<file path="config.mk">
export PLATFORM = sky130hd
export DESIGN_NAME = txdma_engine
export DESIGN_NICKNAME = d
export VERILOG_FILES = /design/src/rtl/txdma_pkg.sv /design/src/rtl/txdma_desc.sv /design/src/rtl/txdma_addr.sv /design/src/rtl/txdma_fsm.sv /design/src/rtl/txdma_engine.sv
export SDC_FILE = /design/constraint.sdc
export NUM_CORES = 1
export LEC_CHECK = 0
export ABC_CLOCK_PERIOD_IN_PS = 2800
export BUFFER_PORTS_ARGS = -buffer_cell sky130_fd_sc_hd__buf_2
export CAP_MARGIN = 20
export CORE_MARGIN = 4
export CORE_UTILIZATION = 40
export CTS_CLUSTER_DIAMETER = 80
export DETAILED_ROUTE_END_ITERATION = 16
export PLACE_DENSITY = 0.65
export SETUP_SLACK_MARGIN = 0.15
export SYNTH_ARGS = -nofsm -noshare
export SYNTH_HDL_FRONTEND = slang
export SYNTH_HIERARCHICAL = 1
export SYNTH_SLANG_ARGS = --single-unit
</file>
<file path="constraint.sdc">
create_clock -name clk -period 2.8 [get_ports clk]
set_input_delay 0.84 -clock clk [delete_from_list [all_inputs] [get_ports clk]]
set_output_delay 0.84 -clock clk [all_outputs]
set_load 0.005 [all_outputs]
</file>
<file path="src/rtl/txdma_pkg.sv">
package txdma_pkg;

    typedef enum logic [1:0] {
        ST_IDLE  = 2'd0,
        ST_READ  = 2'd1,
        ST_WRITE = 2'd2,
        ST_DONE  = 2'd3
    } dma_state_t;

    localparam logic [2:0] MODE_STOP  = 3'd0;
    localparam logic [2:0] MODE_BASIC = 3'd1;

    localparam logic [1:0] SEL_END  = 2'd0;
    localparam logic [1:0] SEL_DST  = 2'd1;
    localparam logic [1:0] SEL_CTRL = 2'd2;

    localparam logic [1:0] INC_PLUS1 = 2'd0;
    localparam logic [1:0] INC_NONE  = 2'd3;
    localparam logic [1:0] SIZE_BYTE = 2'd0;

endpackage

</file>
<file path="src/rtl/txdma_desc.sv">
module txdma_desc
    import txdma_pkg::*;
#(
    parameter int ADDR_W = 32,
    parameter int CNT_W  = 10,
    parameter int CFG_W  = 32
) (
    input  logic              clk,
    input  logic              rst_n,
    input  logic              cfg_wr,
    input  logic [1:0]        cfg_sel,
    input  logic [CFG_W-1:0]  cfg_wdata,
    input  logic              wr_allow,
    input  logic              stop,
    output logic              ctrl_load,
    output logic [CNT_W-1:0]  ctrl_count,
    output logic [ADDR_W-1:0] end_ptr,
    output logic [ADDR_W-1:0] dst_addr,
    output logic [2:0]        mode
);
    localparam int F_CNT  = 3;
    localparam int F_ARB  = F_CNT + CNT_W;
    localparam int F_SSZ  = F_ARB + 4;
    localparam int F_SINC = F_SSZ + 2;
    localparam int F_DSZ  = F_SINC + 2;
    localparam int F_DINC = F_DSZ + 2;
    localparam int F_RSV  = F_DINC + 2;
    localparam int RSV_W  = CFG_W - F_RSV;

    logic format_ok;
    logic wr_end, wr_dst;

    assign wr_end     = cfg_wr && wr_allow && (cfg_sel == SEL_END);
    assign wr_dst     = cfg_wr && wr_allow && (cfg_sel == SEL_DST);
    assign ctrl_load  = cfg_wr && wr_allow && (cfg_sel == SEL_CTRL);
    assign ctrl_count = cfg_wdata[F_CNT +: CNT_W];

    // Only the one element format the engine moves is accepted.
    assign format_ok = (cfg_wdata[F_ARB +: 4]  == 4'd0)
                    && (cfg_wdata[F_SSZ +: 2]  == SIZE_BYTE)
                    && (cfg_wdata[F_SINC +: 2] == INC_PLUS1)
                    && (cfg_wdata[F_DSZ +: 2]  == SIZE_BYTE)
                    && (cfg_wdata[F_DINC +: 2] == INC_NONE)
                    && (cfg_wdata[CFG_W-1:F_RSV] == RSV_W'(0));

    always_ff @(posedge clk or negedge rst_n) begin
        if (!rst_n) begin
            end_ptr  <= '0;
            dst_addr <= '0;
            mode     <= MODE_STOP;
        end else begin
            if (wr_end) end_ptr  <= cfg_wdata[ADDR_W-1:0];
            if (wr_dst) dst_addr <= cfg_wdata[ADDR_W-1:0];
            if (stop)
                mode <= MODE_STOP;
            else if (ctrl_load)
                mode <= format_ok ? cfg_wdata[2:0] : MODE_STOP;
        end
    end

endmodule

</file>
<file path="src/rtl/txdma_addr.sv">
module txdma_addr #(
    parameter int ADDR_W = 32,
    parameter int CNT_W  = 10
) (
    input  logic              clk,
    input  logic              rst_n,
    input  logic              load,
    input  logic [CNT_W-1:0]  load_count,
    input  logic              step,
    input  logic [ADDR_W-1:0] end_ptr,
    output logic [ADDR_W-1:0] src_addr,
    output logic              last
);
    // Elements still to move after the current one.
    logic [CNT_W-1:0] remain;

    always_ff @(posedge clk or negedge rst_n) begin
        if (!rst_n)
            remain <= '0;
        else if (load)
            remain <= load_count;
        else if (step && !last)
            remain <= remain - 1'b1;
    end

    assign last     = (remain == '0);
    assign src_addr = end_ptr - ADDR_W'(remain);

endmodule

</file>
<file path="src/rtl/txdma_fsm.sv">
module txdma_fsm
    import txdma_pkg::*;
(
    input  logic clk,
    input  logic rst_n,
    input  logic go,
    input  logic last,
    output logic idle,
    output logic rd_en,
    output logic wr_en,
    output logic step,
    output logic stop,
    output logic done
);
    dma_state_t state_q, state_d;

    always_ff @(posedge clk or negedge rst_n) begin
        if (!rst_n) state_q <= ST_IDLE;
        else        state_q <= state_d;
    end

    always_comb begin
        state_d = state_q;
        idle    = 1'b0;
        rd_en   = 1'b0;
        wr_en   = 1'b0;
        step    = 1'b0;
        stop    = 1'b0;
        done    = 1'b0;
        unique case (state_q)
            ST_IDLE: begin
                idle = 1'b1;
                if (go) state_d = ST_READ;
            end
            ST_READ: begin
                rd_en   = 1'b1;
                state_d = ST_WRITE;
            end
            ST_WRITE: begin
                wr_en   = 1'b1;
                step    = 1'b1;
                state_d = last ? ST_DONE : ST_IDLE;
            end
            ST_DONE: begin
                done    = 1'b1;
                stop    = 1'b1;
                state_d = ST_IDLE;
            end
            default: state_d = ST_IDLE;
        endcase
    end

endmodule

</file>
<file path="src/rtl/txdma_engine.sv">
module txdma_engine
    import txdma_pkg::*;
#(
    parameter int ADDR_W = 32,
    parameter int CNT_W  = 10,
    parameter int BYTE_W = 8
) (
    input  logic              clk,
    input  logic              rst_n,
    input  logic              cfg_wr,
    input  logic [1:0]        cfg_sel,
    input  logic [31:0]       cfg_wdata,
    input  logic              req_en,
    input  logic              tx_empty,
    output logic              mem_rd_en,
    output logic [ADDR_W-1:0] mem_rd_addr,
    input  logic [BYTE_W-1:0] mem_rd_data,
    output logic              per_wr_en,
    output logic [ADDR_W-1:0] per_wr_addr,
    output logic [BYTE_W-1:0] per_wr_data,
    output logic              done,
    output logic              active
);
    logic              idle, step, stop, last, go, ctrl_load;
    logic [CNT_W-1:0]  ctrl_count;
    logic [ADDR_W-1:0] end_ptr, dst_addr, src_addr;
    logic [2:0]        mode;

    txdma_desc #(.ADDR_W(ADDR_W), .CNT_W(CNT_W), .CFG_W(32)) u_desc (
        .clk        (clk),
        .rst_n      (rst_n),
        .cfg_wr     (cfg_wr),
        .cfg_sel    (cfg_sel),
        .cfg_wdata  (cfg_wdata),
        .wr_allow   (idle),
        .stop       (stop),
        .ctrl_load  (ctrl_load),
        .ctrl_count (ctrl_count),
        .end_ptr    (end_ptr),
        .dst_addr   (dst_addr),
        .mode       (mode)
    );

    txdma_addr #(.ADDR_W(ADDR_W), .CNT_W(CNT_W)) u_addr (
        .clk        (clk),
        .rst_n      (rst_n),
        .load       (ctrl_load),
        .load_count (ctrl_count),
        .step       (step),
        .end_ptr    (end_ptr),
        .src_addr   (src_addr),
        .last       (last)
    );

    assign active = (mode == MODE_BASIC);
    assign go     = active && req_en && tx_empty;

    txdma_fsm u_fsm (
        .clk   (clk),
        .rst_n (rst_n),
        .go    (go),
        .last  (last),
        .idle  (idle),
        .rd_en (mem_rd_en),
        .wr_en (per_wr_en),
        .step  (step),
        .stop  (stop),
        .done  (done)
    );

    assign mem_rd_addr = src_addr;
    assign per_wr_addr = dst_addr;
    assign per_wr_data = mem_rd_data;

endmodule

</file>
==> out/summary.json <==
{
  "outcome": {
    "run_status": "complete, but fails checks",
    "violations_in_the_final_reports": "setup timing"
  },
  "routing": {
    "via_per_inst": 5.24,
    "dr.first_iter.drc_count": 116,
    "drt_wl_total_um": 12300,
    "routedWlPerCell_um": 17.9,
    "num_vias": 3591,
    "drcViolationCount": 0,
    "drt_pass1_iterations": 4,
    "final_antenna_net_count": 0
  },
  "worst_setup_path": {
    "worst_ep_required_time_ns": 1.96,
    "arrival_time_of_the_worst_setup_path_ns": 2.60,
    "crit_path_max_fanout": 10,
    "cp_endpoint_kind": "output pin",
    "startpoint_type": "flip-flop",
    "crit_type": "reg2out",
    "maximum_cell_stage_delay_along_the_critical_path_ns": 0.40,
    "crit_chain": "inv_2, ha_4, nor2b_4, o2111a_1, o31a_1, buf_12, o41ai_2, o31ai_2, buf_2",
    "crit_path_top_delay_cell": "sky130_fd_sc_hd__dfrtp_1"
  },
  "power": {
    "total_leakage_power_nw": 2.72,
    "power-per-cell-area_nw_per_um2": 718,
    "max-vdd-ir-drop_uv": 309
  },
  "global_routing": {
    "first_global_vias": 3764,
    "global_route_usage_over_all_layers_pct": 19.8,
    "pin_count_of_the_biggest_net_entering_global_routing": 49,
    "grt_pass1_wl_um": 19700,
    "grt_antenna_before_repair": 0,
    "met1_usage_pct": 26.0,
    "globalRoute.busiestLayer": "met2",
    "grtUsageMet2_pct": 31.6,
    "groute.layer.met3.usage_pct": 4.12,
    "grt-ovfl-total": 0
  },
  "synthesis": {
    "number_of_storage_elements_in_the_synthesis_netlist": 79,
    "synth-edff-count": 0,
    "synth_compound_gate_area_share_pct": 5.78,
    "post_synth_inst_count": 393,
    "ys_warn_count": 6,
    "synth.avg_cell_area_um2": 11.2,
    "postSynth.asyncResetShare_pct": 100,
    "share_of_the_synthesized_netlist_area_taken_by_xor_and_xnor_gates_pct": 6.74,
    "yosys.area_share.adder_pct": 3.57,
    "yosys-top-cells-count": "sky130_fd_sc_hd__dfrtp_1, sky130_fd_sc_hd__mux2_2, sky130_fd_sc_hd__buf_4, sky130_fd_sc_hd__xnor2_1, sky130_fd_sc_hd__nor2_1",
    "synth.cell_area_um2": 4420,
    "synth_area_leaders": "sky130_fd_sc_hd__dfrtp_1, sky130_fd_sc_hd__mux2_2, sky130_fd_sc_hd__xnor2_1, sky130_fd_sc_hd__buf_4, sky130_fd_sc_hd__ha_1",
    "syn_nets": 452,
    "yosys-mux-area-fraction_pct": 17.3,
    "netlist_cell_types": 51,
    "yosys.area.top_type_share_pct": 44.8,
    "synth_top_family_by_area": "multiplexers",
    "synth.most_common_cell": "sky130_fd_sc_hd__dfrtp_1",
    "synth_ff_type": "sky130_fd_sc_hd__dfrtp_1",
    "synth_largest_area_cell": "sky130_fd_sc_hd__dfrtp_1",
    "ys_seq_area_share_pct": 44.8,
    "post_synth_and_or_nand_nor_area_fraction_pct": 15.5
  },
  "timing": {
    "worst_slew_pin_slew_ns": 0.759,
    "hold_viol": 0,
    "period_share_pct": 123,
    "max-slew-margin-rel_pct": 48.7,
    "clock.fmax_mhz": 290,
    "grt_setup_unrepaired": "true",
    "skew_ns": 0.00711,
    "setup_viol_count_final": 27,
    "final.setup.worst_slack_ns": -0.642,
    "timing.final.max_slew_violations": 0,
    "post-route-min-period_ns": 3.44
  },
  "cts": {
    "cts_tree": "yes",
    "numCtsBuffers": 9,
    "cts_root_buf": "sky130_fd_sc_hd__clkbuf_8",
    "path_clk_slew_ns": 0.08,
    "clock_tree.htree_level_count": 3,
    "worstSkewPairLatency_ns": 0.36,
    "clock_sink_count": 79,
    "cts_buffer_depth": 2,
    "cts_hold_repair_buffers": 0
  },
  "floorplanning": {
    "die_y_um": 113,
    "number_of_core_rows": 38,
    "ioPinCount": 123,
    "initial_core_util_pct": 40.7,
    "die_area_um2": 12800,
    "core-area_um2": 10800,
    "fp.dieW_um": 113
  },
  "layout": {
    "final_net_count": 599,
    "finish.utilization_pct": 55.7,
    "final_design_area_no_fill_um2": 6030,
    "drive_above_1_share_pct": 55.8,
    "num_antenna_cells": 0,
    "nFillCells": 962,
    "flow.area_growth_from_synthesis_pct": 36.6
  },
  "place": {
    "placement.cell_area_um2": 5430,
    "portBuffers": 106,
    "detailed_placement_hpwl_um": 8980,
    "rd_place_congestion": 0.825
  },
  "flow_run": {
    "cap_viol_max_count": 0
  },
  "worst_hold_path": {
    "hold_crit_class": "in2async"
  }
}
## layout by cell type, fill, tap and decap left out, types with 4 or more instances in the layout
cell / synthesis / routed
sky130_fd_sc_hd__buf_2: 1 / 105
sky130_fd_sc_hd__dfrtp_1: 79 / 78
sky130_fd_sc_hd__mux2_2: 63 / 63
sky130_fd_sc_hd__buf_4: 23 / 53
sky130_fd_sc_hd__nor2_1: 20 / 19
sky130_fd_sc_hd__nand2_1: 19 / 17
sky130_fd_sc_hd__xnor2_1: 23 / 16
sky130_fd_sc_hd__inv_1: 16 / 15
sky130_fd_sc_hd__o21ai_0: 13 / 12
sky130_fd_sc_hd__clkbuf_8: 0 / 11
sky130_fd_sc_hd__xor2_1: 11 / 11
sky130_fd_sc_hd__nand3_1: 13 / 6
sky130_fd_sc_hd__nor3_1: 8 / 6
sky130_fd_sc_hd__a21oi_1: 7 / 6
sky130_fd_sc_hd__ha_4: 0 / 6
sky130_fd_sc_hd__nor4_1: 11 / 5
sky130_fd_sc_hd__nor4_4: 1 / 5
sky130_fd_sc_hd__or3_1: 5 / 5
sky130_fd_sc_hd__xnor2_2: 0 / 5
sky130_fd_sc_hd__ha_1: 11 / 5
sky130_fd_sc_hd__nand3_2: 0 / 4
sky130_fd_sc_hd__or2_2: 4 / 4
sky130_fd_sc_hd__nor2b_1: 7 / 4
sky130_fd_sc_hd__nand3b_1: 4 / 4
sky130_fd_sc_hd__buf_6: 3 / 4
## worst max-delay path, delay by kind of cell (launching register included)
family	cells	cell delay [ns]
simple gates	1	0.13
compound gates	4	1.11
flops	1	0.40
fa+ha+maj	1	0.19
buf+inv	3	0.40
## repair_timing
item / in CTS / in global routing
setup buffers: 5 / 2
endpoints found under the setup margin: 29 / 30
resized for setup: 34 / 15
gates cloned: 1 / 0
pin swaps: 13 / 10
## through the flow
| stage | std cells | total power [mW] | worst slack [ns] | hold WS (ns) | TNS [ns] |
|---|---|---|---|---|---|
| detailed placement | 661 | 3.03 | -0.243 | 0.489 | -3.20 |
| global route | 685 | 4.58 | -0.715 | 0.428 | -16.11 |
| finish | 685 | 4.33 | -0.642 | 0.409 | -13.36 |
| floorplan | 393 | 2.29 | 0.0624 | 0.454 | 0 |
| CTS | 683 | 4.28 | -0.604 | 0.411 | -13.36 |
| global placement | 661 | 2.99 | -0.215 | 0.476 | -2.41 |
## sequential cells by signal, summed over array words and instances (netlist names)
register         flops
u_desc/mode          3
u_addr/remain       10
u_desc/dst_addr     32
u_fsm/state_q        2
u_desc/end_ptr      32
## cell families (layout without fill, tap and decap cells)
family | after synthesis | after routing
adder cells (fa/ha/maj) | 12 | 12
multiplexers | 68 | 68
XOR/XNOR | 34 | 34
buffers and inverters | 46 | 197
flip-flops | 79 | 79
AO/OA/AOI/OAI | 38 | 39
AND/OR/NAND/NOR | 116 | 116
## path summary, 6_finish.rpt
| path | to | slack [ns] | from | cells after the start |
|---|---|---|---|---|
| worst max register to register | u_addr/remain[7]$_DFFE_PN0P_ | 0.55 | u_fsm/state_q[1]$_DFFE_PN0P_ | 6 |
| worst max-delay path | mem_rd_addr[17] | -0.64 | u_addr/remain[1]$_DFFE_PN0P_ | 9 |
| worst min register to register | u_desc/dst_addr[7]$_DFFE_PN0P_ | 0.50 | u_desc/dst_addr[7]$_DFFE_PN0P_ | 1 |
| max in group asynchronous | u_addr/remain[9]$_DFFE_PN0P_ | 1.77 | rst_n | 2 |
| worst min-delay path | u_desc/dst_addr[5]$_DFFE_PN0P_ | 0.41 | rst_n | 1 |
| min in group clk | u_desc/dst_addr[7]$_DFFE_PN0P_ | 0.50 | u_desc/dst_addr[7]$_DFFE_PN0P_ | 1 |
## layer usage
layer | wire length [um] | vias to the layer above
met3 | 667 | 30
met4 | 358 | 0
met1 | 5250 | 1763
met2 | 5990 | 117
li1 | - | 1681
met5 | 0 | -
## cell type report
| cell class | count | area, um2 | share of cell area [%] |
|---|---|---|---|
| Clock buffer | 11 | 151 | 2.51 |
| Sequential cell | 79 | 1980 | 32.8 |
| Tap cell | 140 | 175 | 2.90 |
| Timing Repair Buffer | 165 | 1030 | 17.0 |
| Multi-Input combinational cell | 269 | 2540 | 42.0 |
| Inverter | 16 | 60.1 | 0.995 |
| Clock inverter | 5 | 104 | 1.72 |
## power by group
part	internal (mW)	switching [mW]
logic	0.942	0.813
clock network	0.641	0.439
registers	1.34	0.155
total	2.92	1.41
No activity file was read; power rests on OpenSTA's default activity.
